--- config.mk ---
export PLATFORM = sky130hd
export DESIGN_NAME = pwm_slice
export DESIGN_NICKNAME = d
export VERILOG_FILES = /design/src/rtl/pwm_slice_pkg.sv /design/src/rtl/pwm_cfg_shadow.sv /design/src/rtl/pwm_counter.sv /design/src/rtl/pwm_channel.sv /design/src/rtl/pwm_slice.sv
export SDC_FILE = /design/constraint.sdc
export NUM_CORES = 1
export LEC_CHECK = 0
export BUFFER_PORTS_ARGS = -buffer_cell sky130_fd_sc_hd__buf_4
export CAP_MARGIN = 20
export CELL_PAD_IN_SITES_DETAIL_PLACEMENT = 1
export CELL_PAD_IN_SITES_GLOBAL_PLACEMENT = 2
export CORE_AREA = 2 2 117 119
export CTS_CLUSTER_SIZE = 28
export DETAILED_ROUTE_END_ITERATION = 10
export DIE_AREA = 0 0 119 121
export PLACE_DENSITY_LB_ADDON = 0.15
export SYNTH_ARGS = -nofsm -noshare
export SYNTH_HDL_FRONTEND = slang
export SYNTH_SLANG_ARGS = --single-unit
--- constraint.sdc ---
create_clock -name clk -period 4.2 [get_ports clk]
set_input_delay 0.63 -clock clk [delete_from_list [all_inputs] [get_ports clk]]
set_output_delay 0.63 -clock clk [all_outputs]
set_load 0.005 [all_outputs]
--- src/rtl/pwm_slice_pkg.sv ---
package pwm_slice_pkg;
    localparam int NUM_CH = 2;

    typedef enum logic [1:0] {
        ST_OFF  = 2'd0,
        ST_UP   = 2'd1,
        ST_DOWN = 2'd2
    } pwm_state_e;
endpackage

--- src/rtl/pwm_cfg_shadow.sv ---
module pwm_cfg_shadow #(
    parameter int CNT_W = 16,
    parameter int NCH   = 2
) (
    input  logic                       clk,
    input  logic                       rst_n,
    input  logic                       load_i,
    input  logic [CNT_W-1:0]           top_i,
    input  logic                       phase_i,
    input  logic [NCH-1:0][CNT_W-1:0]  cmp_i,
    input  logic [NCH-1:0]             inv_i,
    output logic [CNT_W-1:0]           top_o,
    output logic                       phase_o,
    output logic [NCH-1:0][CNT_W-1:0]  cmp_o,
    output logic [NCH-1:0]             inv_o
);
    always_ff @(posedge clk or negedge rst_n) begin
        if (!rst_n) begin
            top_o   <= '1;
            phase_o <= 1'b0;
            cmp_o   <= '0;
            inv_o   <= '0;
        end else if (load_i) begin
            top_o   <= top_i;
            phase_o <= phase_i;
            cmp_o   <= cmp_i;
            inv_o   <= inv_i;
        end
    end
endmodule

--- src/rtl/pwm_counter.sv ---
module pwm_counter
    import pwm_slice_pkg::*;
#(
    parameter int CNT_W = 16
) (
    input  logic             clk,
    input  logic             rst_n,
    input  logic             en_i,
    input  logic             cen_i,
    input  logic             cnt_wr_i,
    input  logic [CNT_W-1:0] cnt_wdata_i,
    input  logic             wrap_clr_i,
    input  logic [CNT_W-1:0] top_i,
    input  logic             phase_i,
    output logic [CNT_W-1:0] cnt_o,
    output logic             wrap_flag_o,
    output logic             load_o
);
    pwm_state_e       state_q, state_d;
    logic [CNT_W-1:0] cnt_q, cnt_d;
    logic             wrap_evt;
    logic             flag_q;

    always_comb begin
        state_d  = state_q;
        cnt_d    = cnt_q;
        wrap_evt = 1'b0;
        if (!en_i) begin
            state_d = ST_OFF;
        end else begin
            unique case (state_q)
                ST_OFF: state_d = ST_UP;
                ST_UP: begin
                    if (cen_i) begin
                        if (cnt_q >= top_i) begin
                            if (phase_i) begin
                                state_d = ST_DOWN;
                            end else begin
                                cnt_d    = '0;
                                wrap_evt = 1'b1;
                            end
                        end else begin
                            cnt_d = cnt_q + 1'b1;
                        end
                    end
                end
                ST_DOWN: begin
                    if (cen_i) begin
                        if (cnt_q == '0) begin
                            state_d  = ST_UP;
                            wrap_evt = 1'b1;
                        end else begin
                            cnt_d = cnt_q - 1'b1;
                        end
                    end
                end
                default: state_d = ST_OFF;
            endcase
        end
        if (cnt_wr_i) begin
            cnt_d    = cnt_wdata_i;
            wrap_evt = 1'b0;
        end
    end

    always_ff @(posedge clk or negedge rst_n) begin
        if (!rst_n) begin
            state_q <= ST_OFF;
            cnt_q   <= '0;
            flag_q  <= 1'b0;
        end else begin
            state_q <= state_d;
            cnt_q   <= cnt_d;
            if (wrap_evt) flag_q <= 1'b1;
            else if (wrap_clr_i) flag_q <= 1'b0;
        end
    end

    assign cnt_o       = cnt_q;
    assign wrap_flag_o = flag_q;
    assign load_o      = wrap_evt || (state_q == ST_OFF && en_i);


    disabled_hold_chk: assert property (@(posedge clk) disable iff (!rst_n)
        (!en_i && !cnt_wr_i) |=> $stable(cnt_q));

    strobe_gate_chk: assert property (@(posedge clk) disable iff (!rst_n)
        (!cen_i && !cnt_wr_i) |=> $stable(cnt_q));

    count_step_chk: assert property (@(posedge clk) disable iff (!rst_n)
        (state_q == ST_UP && en_i && cen_i && !cnt_wr_i && cnt_q < top_i)
        |=> (cnt_q == $past(cnt_q) + 1'b1));

    wrap_set_chk: assert property (@(posedge clk) disable iff (!rst_n)
        wrap_evt |=> flag_q);

    wrap_sticky_chk: assert property (@(posedge clk) disable iff (!rst_n)
        (flag_q && !wrap_clr_i) |=> flag_q);

    down_mode_chk: assert property (@(posedge clk) disable iff (!rst_n)
        (state_q == ST_DOWN) |-> phase_i);
endmodule

--- src/rtl/pwm_channel.sv ---
module pwm_channel #(
    parameter int CNT_W = 16
) (
    input  logic [CNT_W-1:0] cnt_i,
    input  logic [CNT_W-1:0] cmp_i,
    input  logic             inv_i,
    output logic             pwm_o
);
    logic raw;
    assign raw   = (cmp_i > cnt_i);
    assign pwm_o = raw ^ inv_i;
endmodule

--- src/rtl/pwm_slice.sv ---
module pwm_slice
    import pwm_slice_pkg::*;
#(
    parameter int CNT_W = 16
) (
    input  logic             clk,
    input  logic             rst_n,
    input  logic             en_i,
    input  logic             cen_i,
    input  logic             phase_correct_i,
    input  logic [CNT_W-1:0] top_i,
    input  logic [CNT_W-1:0] cmp_a_i,
    input  logic [CNT_W-1:0] cmp_b_i,
    input  logic             inv_a_i,
    input  logic             inv_b_i,
    input  logic             cnt_wr_i,
    input  logic [CNT_W-1:0] cnt_wdata_i,
    input  logic             wrap_clr_i,
    output logic             pwm_a_o,
    output logic             pwm_b_o,
    output logic [CNT_W-1:0] cnt_o,
    output logic             wrap_flag_o
);
    logic                          load;
    logic [CNT_W-1:0]              top_act;
    logic                          phase_act;
    logic [NUM_CH-1:0][CNT_W-1:0]  cmp_act;
    logic [NUM_CH-1:0]             inv_act;
    logic [NUM_CH-1:0]             pwm;
    logic [CNT_W-1:0]              cnt;

    pwm_cfg_shadow #(.CNT_W(CNT_W), .NCH(NUM_CH)) u_shadow (
        .clk     (clk),
        .rst_n   (rst_n),
        .load_i  (load),
        .top_i   (top_i),
        .phase_i (phase_correct_i),
        .cmp_i   ({cmp_b_i, cmp_a_i}),
        .inv_i   ({inv_b_i, inv_a_i}),
        .top_o   (top_act),
        .phase_o (phase_act),
        .cmp_o   (cmp_act),
        .inv_o   (inv_act)
    );

    pwm_counter #(.CNT_W(CNT_W)) u_counter (
        .clk         (clk),
        .rst_n       (rst_n),
        .en_i        (en_i),
        .cen_i       (cen_i),
        .cnt_wr_i    (cnt_wr_i),
        .cnt_wdata_i (cnt_wdata_i),
        .wrap_clr_i  (wrap_clr_i),
        .top_i       (top_act),
        .phase_i     (phase_act),
        .cnt_o       (cnt),
        .wrap_flag_o (wrap_flag_o),
        .load_o      (load)
    );

    for (genvar ch = 0; ch < NUM_CH; ch++) begin : g_ch
        pwm_channel #(.CNT_W(CNT_W)) u_chan (
            .cnt_i (cnt),
            .cmp_i (cmp_act[ch]),
            .inv_i (inv_act[ch]),
            .pwm_o (pwm[ch])
        );
    end

    assign pwm_a_o = pwm[0];
    assign pwm_b_o = pwm[1];
    assign cnt_o   = cnt;


    out_hold_chk: assert property (@(posedge clk) disable iff (!rst_n)
        (!en_i && !cnt_wr_i) |=> ($stable(pwm_a_o) && $stable(pwm_b_o)));

    cfg_quiet_chk: assert property (@(posedge clk) disable iff (!rst_n)
        !load |=> ($stable(top_act) && $stable(cmp_act) && $stable(inv_act)));
endmodule

==> results of run 1 <==
cells by family after synthesis:
kind of cell,share of synthesized area
adder cells (fa/ha/maj),0.138
flip-flops,0.354
AND/OR/NAND/NOR,0.112
buffers and inverters,0.0626
XOR/XNOR,0.0228
AO/OA/AOI/OAI,0.158
multiplexers,0.152
layout make-up:
cell class | instances | share of cell area
Clock buffer | 10 | 0.0388
Clock inverter | 6 | 0.0138
Inverter | 42 | 0.0264
Multi-Input combinational cell | 341 | 0.475
Sequential cell | 70 | 0.288
Tap cell | 176 | 0.0358
Timing Repair Buffer | 98 | 0.123
registers in the layout, summed over array words and instances (netlist names):
register,count
u_counter.state_q,2
u_shadow.top_o,16
u_counter.wrap_flag_o,1
u_shadow.phase_o,1
u_shadow.cmp_o,32
u_counter.cnt_o,16
u_shadow.inv_o,2
power breakdown:
part           internal (mW)  leakage, nW  switching, mW
Combinational           1.29         2.00           1.29
Sequential              1.07        0.811          0.368
Clock                  0.534        0.154          0.306
per-stage QoR:
stage	instances	cell area (um2)	total power, mW	utilization
after CTS	742	6140	4.90	0.469
after global routing	743	6160	5.27	0.471
after detailed placement	726	5820	4.02	0.445
after floorplan	474	5000	3.18	-
final	743	6160	4.85	0.471
after global placement	726	5820	3.91	0.445
worst max-delay path, cell delays in order, from the launching register on:
cell	delay, ps
dfrtp_1	580
inv_1	180
ha_1	330
nor3b_1	190
o21ai_0	170
a31oi_1	300
nand2_1	210
nand2b_1	180
o31a_2	650
buf_12	350
mux2_4	330
metal layers:
metal,vias to the layer above,wire [um],global-route usage,part of all wire
met1,2014,6470,0.272,0.47
met3,13,637,0.0362,0.046
li1,1906,-,-,-
met5,-,0,0,0
met2,97,6590,0.332,0.47
met4,0,210,0.0655,0.015
worst max path at each step:
| stage | startpoint | end |
|---|---|---|
| 5_1_grt | u_counter.cnt_o[0]$_DFFE_PN0P_ | u_shadow.cmp_o[11]$_DFFE_PN0P_ |
| 3_3_place_gp | u_counter.cnt_o[0]$_DFFE_PN0P_ | u_counter.cnt_o[6]$_DFFE_PN0P_ |
| 6_report | u_counter.cnt_o[0]$_DFFE_PN0P_ | u_shadow.cmp_o[12]$_DFFE_PN0P_ |
| 3_5_place_dp | u_counter.cnt_o[0]$_DFFE_PN0P_ | u_counter.cnt_o[6]$_DFFE_PN0P_ |
| 2_1_floorplan | u_counter.cnt_o[0]$_DFFE_PN0P_ | u_counter.cnt_o[9]$_DFFE_PN0P_ |
| 4_1_cts | u_counter.cnt_o[0]$_DFFE_PN0P_ | u_counter.cnt_o[6]$_DFFE_PN0P_ |
cells in the mapped netlist (all sizes together) (2+ instances only):
cell type / number / area, um2
xor2: 2 / 17.5
nand4: 11 / 68.8
buf: 11 / 113
nand2b: 4 / 25.0
or4: 3 / 30.0
a21boi: 3 / 22.5
o211ai: 5 / 37.5
o2bb2ai: 3 / 26.3
o22ai: 8 / 50.1
mux2: 51 / 762
dfrtp: 54 / 1350
and3: 3 / 18.8
nor4: 5 / 31.3
o31ai: 2 / 15.0
o221ai: 2 / 17.5
xnor2: 11 / 96.3
or2: 2 / 12.5
nand3: 11 / 60.1
nand2: 30 / 113
ha: 55 / 688
a21oi: 26 / 130
nor2: 19 / 78.8
a22oi: 7 / 52.6
o21a: 2 / 15.0
a31o: 2 / 17.5
a32o: 2 / 20.0
nor3: 8 / 51.3
o21ai: 25 / 125
dfstp: 16 / 420
a221o: 2 / 20.0
a22o: 8 / 70.1
o41ai: 3 / 26.3
clkbuf: 10 / 37.5
inv: 41 / 159
a21o: 6 / 45.0
o311a: 2 / 20.0
nor2b: 4 / 25.0
==> summary.md, run 1 <==
| Metric | Value |
|---|---|
| Count of flip-flops with a built-in enable after synthesis | `0` |
| Final Slew Violations | `0` |
| Register-to-Register Path Depth | `10` |
| Clock skew | `around 12 ps` |
| Leak Pwr | `2.97 nW` |
| Setup WS post-layout | `between 500 and 600 ps` |
| Period utilization | `0.863` |
| Postcts setup bufs | `0` |
| Die H | `121 um` |
| Reg2reg start | `u_counter.cnt_o[0]$_DFFE_PN0P_` |
| # hold bufs at CTS | `0` |
| Critical path class | `register to register` |
| Core ar. | `between 0.01 and 0.015 mm2` |
| Drt wl/cell | `roughly 19 um` |
| Fin. Hold Viols | `0` |
| Post-synthesis cell type count | `59` |
| FF-to-FF setup slack | `580 ps` |
| Largest net degree at the start of global routing | `71` |
| Post-detail-place hpwl | `between 10000 and 15000 um` |
| CTS tree | `yes` |
| Worst Hold Class | `input pin to async pin` |
| Port Buf Inserts | `approximately 90` |
| Synth Warn # | `0` |
| Worst Setup Start Kind | `register` |
| Rows | `42` |
| CP Max Fanout | `35` |
| Commonest non-fill, non-tap cells in the layout | `buf_4, ha_1, dfrtp_1` |
| RR Endpoint | `u_shadow.cmp_o[12]$_DFFE_PN0P_` |
| FFs w/ async S/R, synth | `1.00` |
| Area of the multi-input gates | `slightly below 0.003 mm2` |
| Hold Worst Slack | `roughly 400 ps` |
| Layout cells sized above 1 | `0.346` |
| Setup violators final | `0` |
| Outcome | `finished clean` |
| GR Overflow Total | `0` |
| Fin Setup TNS | `0 ps` |
| Post-route ant nets | `0` |
| Vias in the first global route | `4217` |
| Layout area overhead | `23.2%` |
| Gpl congestion | `0.856` |
| Worst EP arrival | `3840 ps` |
| Initial antenna violation count | `0` |
| Max frequency | `0.276 GHz` |
| Worst skew pair latency | `350 ps` |
| Pwr dens | `approximately 800 mW/mm2` |
| H-tree depth | `3` |
| DIE WIDTH | `roughly 120 um` |
| Post-CTS Resized | `0` |
| Vias per inst | `roughly 5.4` |
| Top-Level Pins | `92` |
| First-pass GRT wire length | `22500 um` |
| Number of synthesized register bits | `70` |
| Syn nets | `~600` |
| Maximum VDD drop | `0.326 mV` |
| DR iter-0 viols | `114` |
| CTS root buffer | `clkbuf_16` |
| Reg clk slew, reported paths | `60 ps` |
| CTS sink count | `70` |
| Tot GR Track Use | `0.203` |
| Post-layout minimum cycle time | `3620 ps` |
| Initial core utilization | `0.382` |
| Antenna diodes | `0` |
| Max clock buf depth | `2` |
| Avg Cell Area, Syn | `10.5 um2` |
| Nets | `690` |
| 1st-pass router iterations | `4` |
| Worst-margin pin slew | `1020 ps` |
| Total CTS buffers | `9` |
| Vias | `4030` |
| RSZ-0062 raised after global routing | `no` |
| Max-Cap Viols | `0` |
| Cells after synthesis | `474` |
| Worst Path Required | `4420 ps` |
| Post-synthesis sequential area ratio | `0.354` |
| Drt total wl | `13900 um` |
| Syn Std Cell Area | `0.00500 mm2` |
| Relative slew slack | `0.321` |
| Worst setup EP type | `register` |
| Main synth FF type | `dfrtp_1` |
| Die Area | `0.0144 mm2` |
| DRC Markers | `0` |
| Setup WS pre-CTS | `560 ps` |
| # fillers | `1444` |
| Most common cell after layout, fill and taps aside | `buf_4` |
| Reg area | `around 0.0018 mm2` |
(Power assumes the default switching activity.)
==> run 2, diff against run 1 <==
- PLACE_DENSITY: default -> 0.9
- PLACE_DENSITY_LB_ADDON: 0.15 -> default
==> summary.md, run 2 (same netlist as run 1, synthesis figures left out) <==
| Metric | Value |
|---|---|
| Worst Path Required | `4430 ps (about the same)` |
| Antenna diodes | `0 (unchanged)` |
| Maximum VDD drop | `0.410 mV (+26%)` |
| Setup crit start | `u_counter.cnt_o[0]$_DFFE_PN0P_` |
| Critical path class | `register to register` |
| Setup violators final | `0 (unchanged)` |
| Top-Level Pins | `92 (unchanged)` |
| Reg clk slew, reported paths | `60 ps (about the same)` |
| GR Overflow Total | `0 (unchanged)` |
| Vias | `4047 (+0.42%)` |
| Layout Utilization | `0.469 (-0.00182)` |
| Gpl congestion | `0.883 (+3.1%)` |
| Commonest non-fill, non-tap cells in the layout | `buf_4, ha_1, dfrtp_1` |
| Reg2reg start | `u_counter.cnt_o[0]$_DFFE_PN0P_` |
| Setup WS pre-CTS | `680 ps (+120 ps)` |
| Most common cell after layout, fill and taps aside | `buf_4` |
| # hold bufs at CTS | `0 (unchanged)` |
| Drt total wl | `14200 um (+2.4%)` |
| Max FFs per register | `32 (unchanged)` |
| First-pass GRT wire length | `23400 um (+3.8%)` |
| Worst-margin pin slew | `916 ps (-101 ps)` |
| Post-route ant nets | `0 (unchanged)` |
| Post-layout minimum cycle time | `3510 ps (-111 ps)` |
| # fillers | `1441 (-0.21%)` |
| RSZ-0062 raised after global routing | `no` |
| Period utilization | `0.836 (-0.0264)` |
| Initial core utilization | `0.382 (unchanged)` |
| Worst EP arrival | `3740 ps (-100 ps)` |
| Worst Setup Start Kind | `register` |
| Clock skew | `10.6 ps (-1.34 ps)` |
| Vias per inst | `5.47 (+0.83%)` |
| Max clock buf depth | `2 (unchanged)` |
| Pwr dens | `793 mW/mm2 (+0.77%)` |
| Rows | `42 (unchanged)` |
| Fin. Hold Viols | `0 (unchanged)` |
| Largest net degree at the start of global routing | `71 (unchanged)` |
| Final Slew Violations | `0 (unchanged)` |
| Worst setup EP type | `register` |
| Post-detail-place hpwl | `10700 um (+4.1%)` |
| Initial antenna violation count | `0 (unchanged)` |
| Port Buf Inserts | `91 (unchanged)` |
| Leak Pwr | `2.95 nW (-0.53%)` |
| Drt wl/cell | `19.3 um (+2.8%)` |
| Fin Setup TNS | `0 ps (unchanged)` |
| Final Non-Filler Cells | `740 (-0.40%)` |
| Die H | `121 um (unchanged)` |
| Post-CTS Resized | `0 (unchanged)` |
| Vias in the first global route | `4428 (+5.0%)` |
| Max frequency | `0.285 GHz (+3.2%)` |
| CTS root buffer | `clkbuf_16` |
| Nets | `688 (-0.29%)` |
| Most flop-heavy register | `u_shadow.cmp_o` |
| Layout area overhead | `22.7%` |
| Tot GR Track Use | `0.210 (+0.00699)` |
| H-tree depth | `3 (unchanged)` |
| Postcts setup bufs | `0 (unchanged)` |
| Relative slew slack | `0.389 (+0.0686)` |
| Overall Power | `4.86 mW (+0.38%)` |
| Layout cells sized above 1 | `0.342 (-0.00348)` |
| Outcome | `finished clean` |
| 1st-pass router iterations | `4 (unchanged)` |
| CTS tree | `yes` |
| CP Max Fanout | `35 (unchanged)` |
| Worst skew pair latency | `350 ps (about the same)` |
| Dpl cells | `725 (-0.14%)` |
| DIE WIDTH | `119 um (unchanged)` |
| Core ar. | `0.0131 mm2 (unchanged)` |
| Setup WS post-layout | `688 ps (+111 ps)` |
| DR iter-0 viols | `99 (-13%)` |
| Die Area | `0.0144 mm2 (unchanged)` |
| Total CTS buffers | `9 (unchanged)` |
| DRC Markers | `0 (unchanged)` |
| Max-Cap Viols | `0 (unchanged)` |
| Worst Hold Class | `input pin to async pin` |
| CTS sink count | `70 (unchanged)` |
-- run 2: cell types whose count changed in the layout (fill, tap and decap cells not counted), sizes merged --
cell,change
clkinv,-1
buf,-2
-- run 2: power by group --
| part | internal, mW | switching (mW) | total [mW] |
|---|---|---|---|
| sequential | 1.07 | 0.394 | 1.46 |
| combinational | 1.28 | 1.28 | 2.57 |
| clock | 0.534 | 0.307 | 0.840 |
| total | 2.88 | 1.98 | 4.86 |
-- run 2: metrics by stage --
| step | hold slack [ps] | cell area [um2] |
|---|---|---|
| after floorplan | 334 | 5000 |
| after global placement | 499 | 5810 |
| after detailed placement | 507 | 5810 |
| after CTS | 455 | 6130 |
| after global routing | 505 | 6130 |
| final | 427 | 6130 |
-- run 2: final timing paths --
check                                                     to  slack [ps]  depth (start not counted)
max in group asynchronous     u_shadow.cmp_o[28]$_DFFE_PN0P_        3190                          1
max reg2reg                    u_shadow.cmp_o[2]$_DFFE_PN0P_         690                         10
min reg2reg                    u_shadow.cmp_o[0]$_DFFE_PN0P_         510                          1
min in group clk           u_counter.wrap_flag_o$_DFFE_PN0P_         500                          2
max                            u_shadow.cmp_o[2]$_DFFE_PN0P_         690                         10
min                           u_counter.cnt_o[3]$_DFFE_PN0P_         430                          1
-- run 2: cell type report --
cell class	count	area, um2	share of cell area
inverter	42	163	0.0265
clock buffer	10	239	0.0390
sequential	70	1770	0.289
timing repair buffer	96	733	0.120
clock inverter	5	83.8	0.0137
tap	176	220	0.0359
multi-input combinational	341	2920	0.477
-- run 2: critical path, stage by stage, from the launching register on --
cell	delay (ps)
dfrtp_1	570
inv_1	170
ha_1	320
nor3b_1	180
o21ai_0	160
a31oi_1	290
nand2_1	190
nand2b_1	160
o31a_2	640
buf_12	350
mux2_4	340
-- run 2: layer usage --
| layer | routed length (um) | global-route usage |
|---|---|---|
| met1 | 6350 | 0.263 |
| met2 | 7090 | 0.363 |
| met3 | 640 | 0.0498 |
| met4 | 165 | 0.0536 |
| met5 | 0 | 0 |
==> run 3, diff against run 2 <==
- CORE_AREA: 2 2 117 119 -> 2 2 127 129
- DIE_AREA: 0 0 119 121 -> 0 0 129 131
- PLACE_DENSITY: 0.9 -> 0.81
- clock period: 4.2 -> 2.85 ns (I/O delays scaled with it)
==> summary.md, run 3 (same netlist as run 1, synthesis figures left out) <==
| Metric | Value |
|---|---|
| Dpl cells | `789 (+8.8%)` |
| Clock skew | `8.04 ps (-2.60 ps)` |
| Flop pwr share | `0.255 (-0.045)` |
| Pwr dens | `1180 mW/mm2 (+49%)` |
| Setup WS post-layout | `-30.7 ps (-719 ps)` |
| Worst Setup Start Kind | `register` |
| Final Non-Filler Cells | `820 (+11%)` |
| Tot GR Track Use | `0.191 (-0.0191)` |
| Worst EP arrival | `2450 ps (-1290 ps)` |
| Worst Path Required | `2420 ps (-2010 ps)` |
| Combinational Power Share | `0.608 (+0.081)` |
| Most flop-heavy register | `u_shadow.cmp_o` |
| Post-route ant nets | `0 (unchanged)` |
| Worst setup EP type | `output pin` |
| Vias | `4193 (+3.6%)` |
| Setup violators final | `13 (+13)` |
| Maximum VDD drop | `0.544 mV (+33%)` |
| Core ar. | `0.0156 mm2 (+19%)` |
| DR iter-0 viols | `135 (+36%)` |
| Final Slew Violations | `0 (unchanged)` |
| Post-detail-place hpwl | `11600 um (+8.1%)` |
| Layout cells sized above 1 | `0.430 (+0.0883)` |
| Initial antenna violation count | `0 (unchanged)` |
| H-tree depth | `3 (unchanged)` |
| Worst Hold Class | `input pin to async pin` |
| Fin. Hold Viols | `0 (unchanged)` |
| Max FFs per register | `32 (unchanged)` |
| Port Buf Inserts | `91 (unchanged)` |
| Most common cell after layout, fill and taps aside | `buf_4` |
| NetSw | `3.26 mW (+65%)` |
| Rows | `46 (+9.5%)` |
| Fin Setup TNS | `-66.3 ps (-66.3 ps)` |
| Sw Ratio | `0.416 (+0.00815)` |
| Vias in the first global route | `4470 (+0.95%)` |
| RSZ-0062 raised after global routing | `yes` |
| CTS root buffer | `clkbuf_16` |
| GR Overflow Total | `0 (unchanged)` |
| Clock share of power | `0.137 (-0.036)` |
| Max frequency | `roughly 0.35 GHz` |
| Vias per inst | `5.11 (-6.5%)` |
| Worst-margin pin slew | `904 ps (-11.8 ps)` |
| Max-Cap Viols | `0 (unchanged)` |
| Max clock buf depth | `2 (unchanged)` |
| Hold Worst Slack | `213 ps (-213 ps)` |
| Largest net degree at the start of global routing | `71 (unchanged)` |
| Total CTS buffers | `9 (unchanged)` |
| Layout area overhead | `32.6%` |
| Drt total wl | `15800 um (+11%)` |
| Period utilization | `1.01` |
| Overall Power | `7.85 mW (+61%)` |
| DRC Markers | `0 (unchanged)` |
| Nets | `728 (+5.8%)` |
| 1st-pass router iterations | `4 (unchanged)` |
| Outcome | `finished, violations left` |
| Gpl congestion | `0.831 (-5.8%)` |
| Drt wl/cell | `19.3 um (+0.17%)` |
| Initial core utilization | `0.320 (-0.0615)` |
| DIE WIDTH | `129 um (+8.4%)` |
| First-pass GRT wire length | `24400 um (+4.3%)` |
| CP Max Fanout | `5 (-86%)` |
| Internal power | `4.59 mW (+59%)` |
| Post-layout minimum cycle time | `just under 3000 ps` |
| Top-Level Pins | `92 (unchanged)` |
| Critical path class | `register to output pin` |
| CTS tree | `yes` |
| Worst skew pair latency | `350 ps (about the same)` |
| Die Area | `0.0169 mm2 (+17%)` |
| Die H | `131 um (+8.3%)` |
| # hold bufs at CTS | `0 (unchanged)` |
| Relative slew slack | `0.397 (+0.00788)` |
| Reg clk slew, reported paths | `60 ps (about the same)` |
| Antenna diodes | `0 (unchanged)` |
| Commonest non-fill, non-tap cells in the layout | `buf_4, mux2_4, ha_1` |
| CTS sink count | `70 (unchanged)` |
| Failing checks | `setup timing` |
| Leak Pwr | `3.15 nW (+6.6%)` |
==> run 3: metrics by stage <==
stage               instance area, um2   util  setup WS (ps)
global route                      6630  0.425          -80.0
detailed placement                6050  0.388          -41.3
finish                            6630  0.425          -30.7
floorplan                         5000      -            294
global placement                  6050  0.388           61.5
CTS                               6380  0.409          -25.7
==> run 3: timing repair <==
| item | in CTS | in global routing |
|---|---|---|
| gates cloned | 0 | 1 |
| buffers inserted | 1 | 14 |
| endpoints found under the setup margin | 45 | 56 |
| gates resized for setup | 12 | 26 |
| pin swaps | 1 | 18 |
==> run 3: worst paths after layout <==
path | startpoint | endpoint | slack [ps] | cells past startpoint
min | rst_n | u_shadow.cmp_o[28]$_DFFE_PN0P_ | 210 | 1
min in group clk | wrap_clr_i | u_counter.wrap_flag_o$_DFFE_PN0P_ | 270 | 2
max in group asynchronous | rst_n | u_counter.cnt_o[9]$_DFFE_PN0P_ | 2010 | 1
max | u_counter.cnt_o[10]$_DFFE_PN0P_ | pwm_b_o | -30 | 9
min reg2reg | u_shadow.cmp_o[1]$_DFFE_PN0P_ | u_shadow.cmp_o[1]$_DFFE_PN0P_ | 520 | 1
max reg2reg | u_counter.cnt_o[9]$_DFFE_PN0P_ | u_shadow.cmp_o[20]$_DFFE_PN0P_ | -10 | 10
==> run 3: worst max-delay path, stage by stage (launching register included) <==
cell        delay (ps)
dfrtp_2            440
clkinvlp_4         210
buf_6              170
ha_4               260
nand4_1             90
or2_4              290
a21o_1             170
a21oi_2            150
xor2_1             170
buf_4              130
==> run 3: power by group through the flow <==
stage	logic, mW	registers [mW]	clock network (mW)
after floorplan	2.77	1.92	0
after global placement	4.00	1.98	0
after detailed placement	4.23	2.02	0
after CTS	4.36	2.00	1.10
after global routing	5.28	2.07	1.14
final	4.77	2.01	1.07
==> run 3: routing by layer <==
metal | vias to the layer above | routed length, um | share of wire | track usage
met1 | 2079 | 7050 | 0.45 | 0.243
met5 | - | 0 | 0 | 0
met2 | 107 | 7770 | 0.49 | 0.324
li1 | 1986 | - | - | -
met4 | 0 | 279 | 0.018 | 0.0588
met3 | 21 | 711 | 0.045 | 0.0419
==> run 3: layout make-up <==
type,instances,area [um2]
clock inverters,6,47.5
multi-input cells,341,3050
clock buffers,9,225
inverters,42,174
well taps,216,270
flip-flops and latches,70,1780
fillers,1722,8970
repair buffers,136,1080
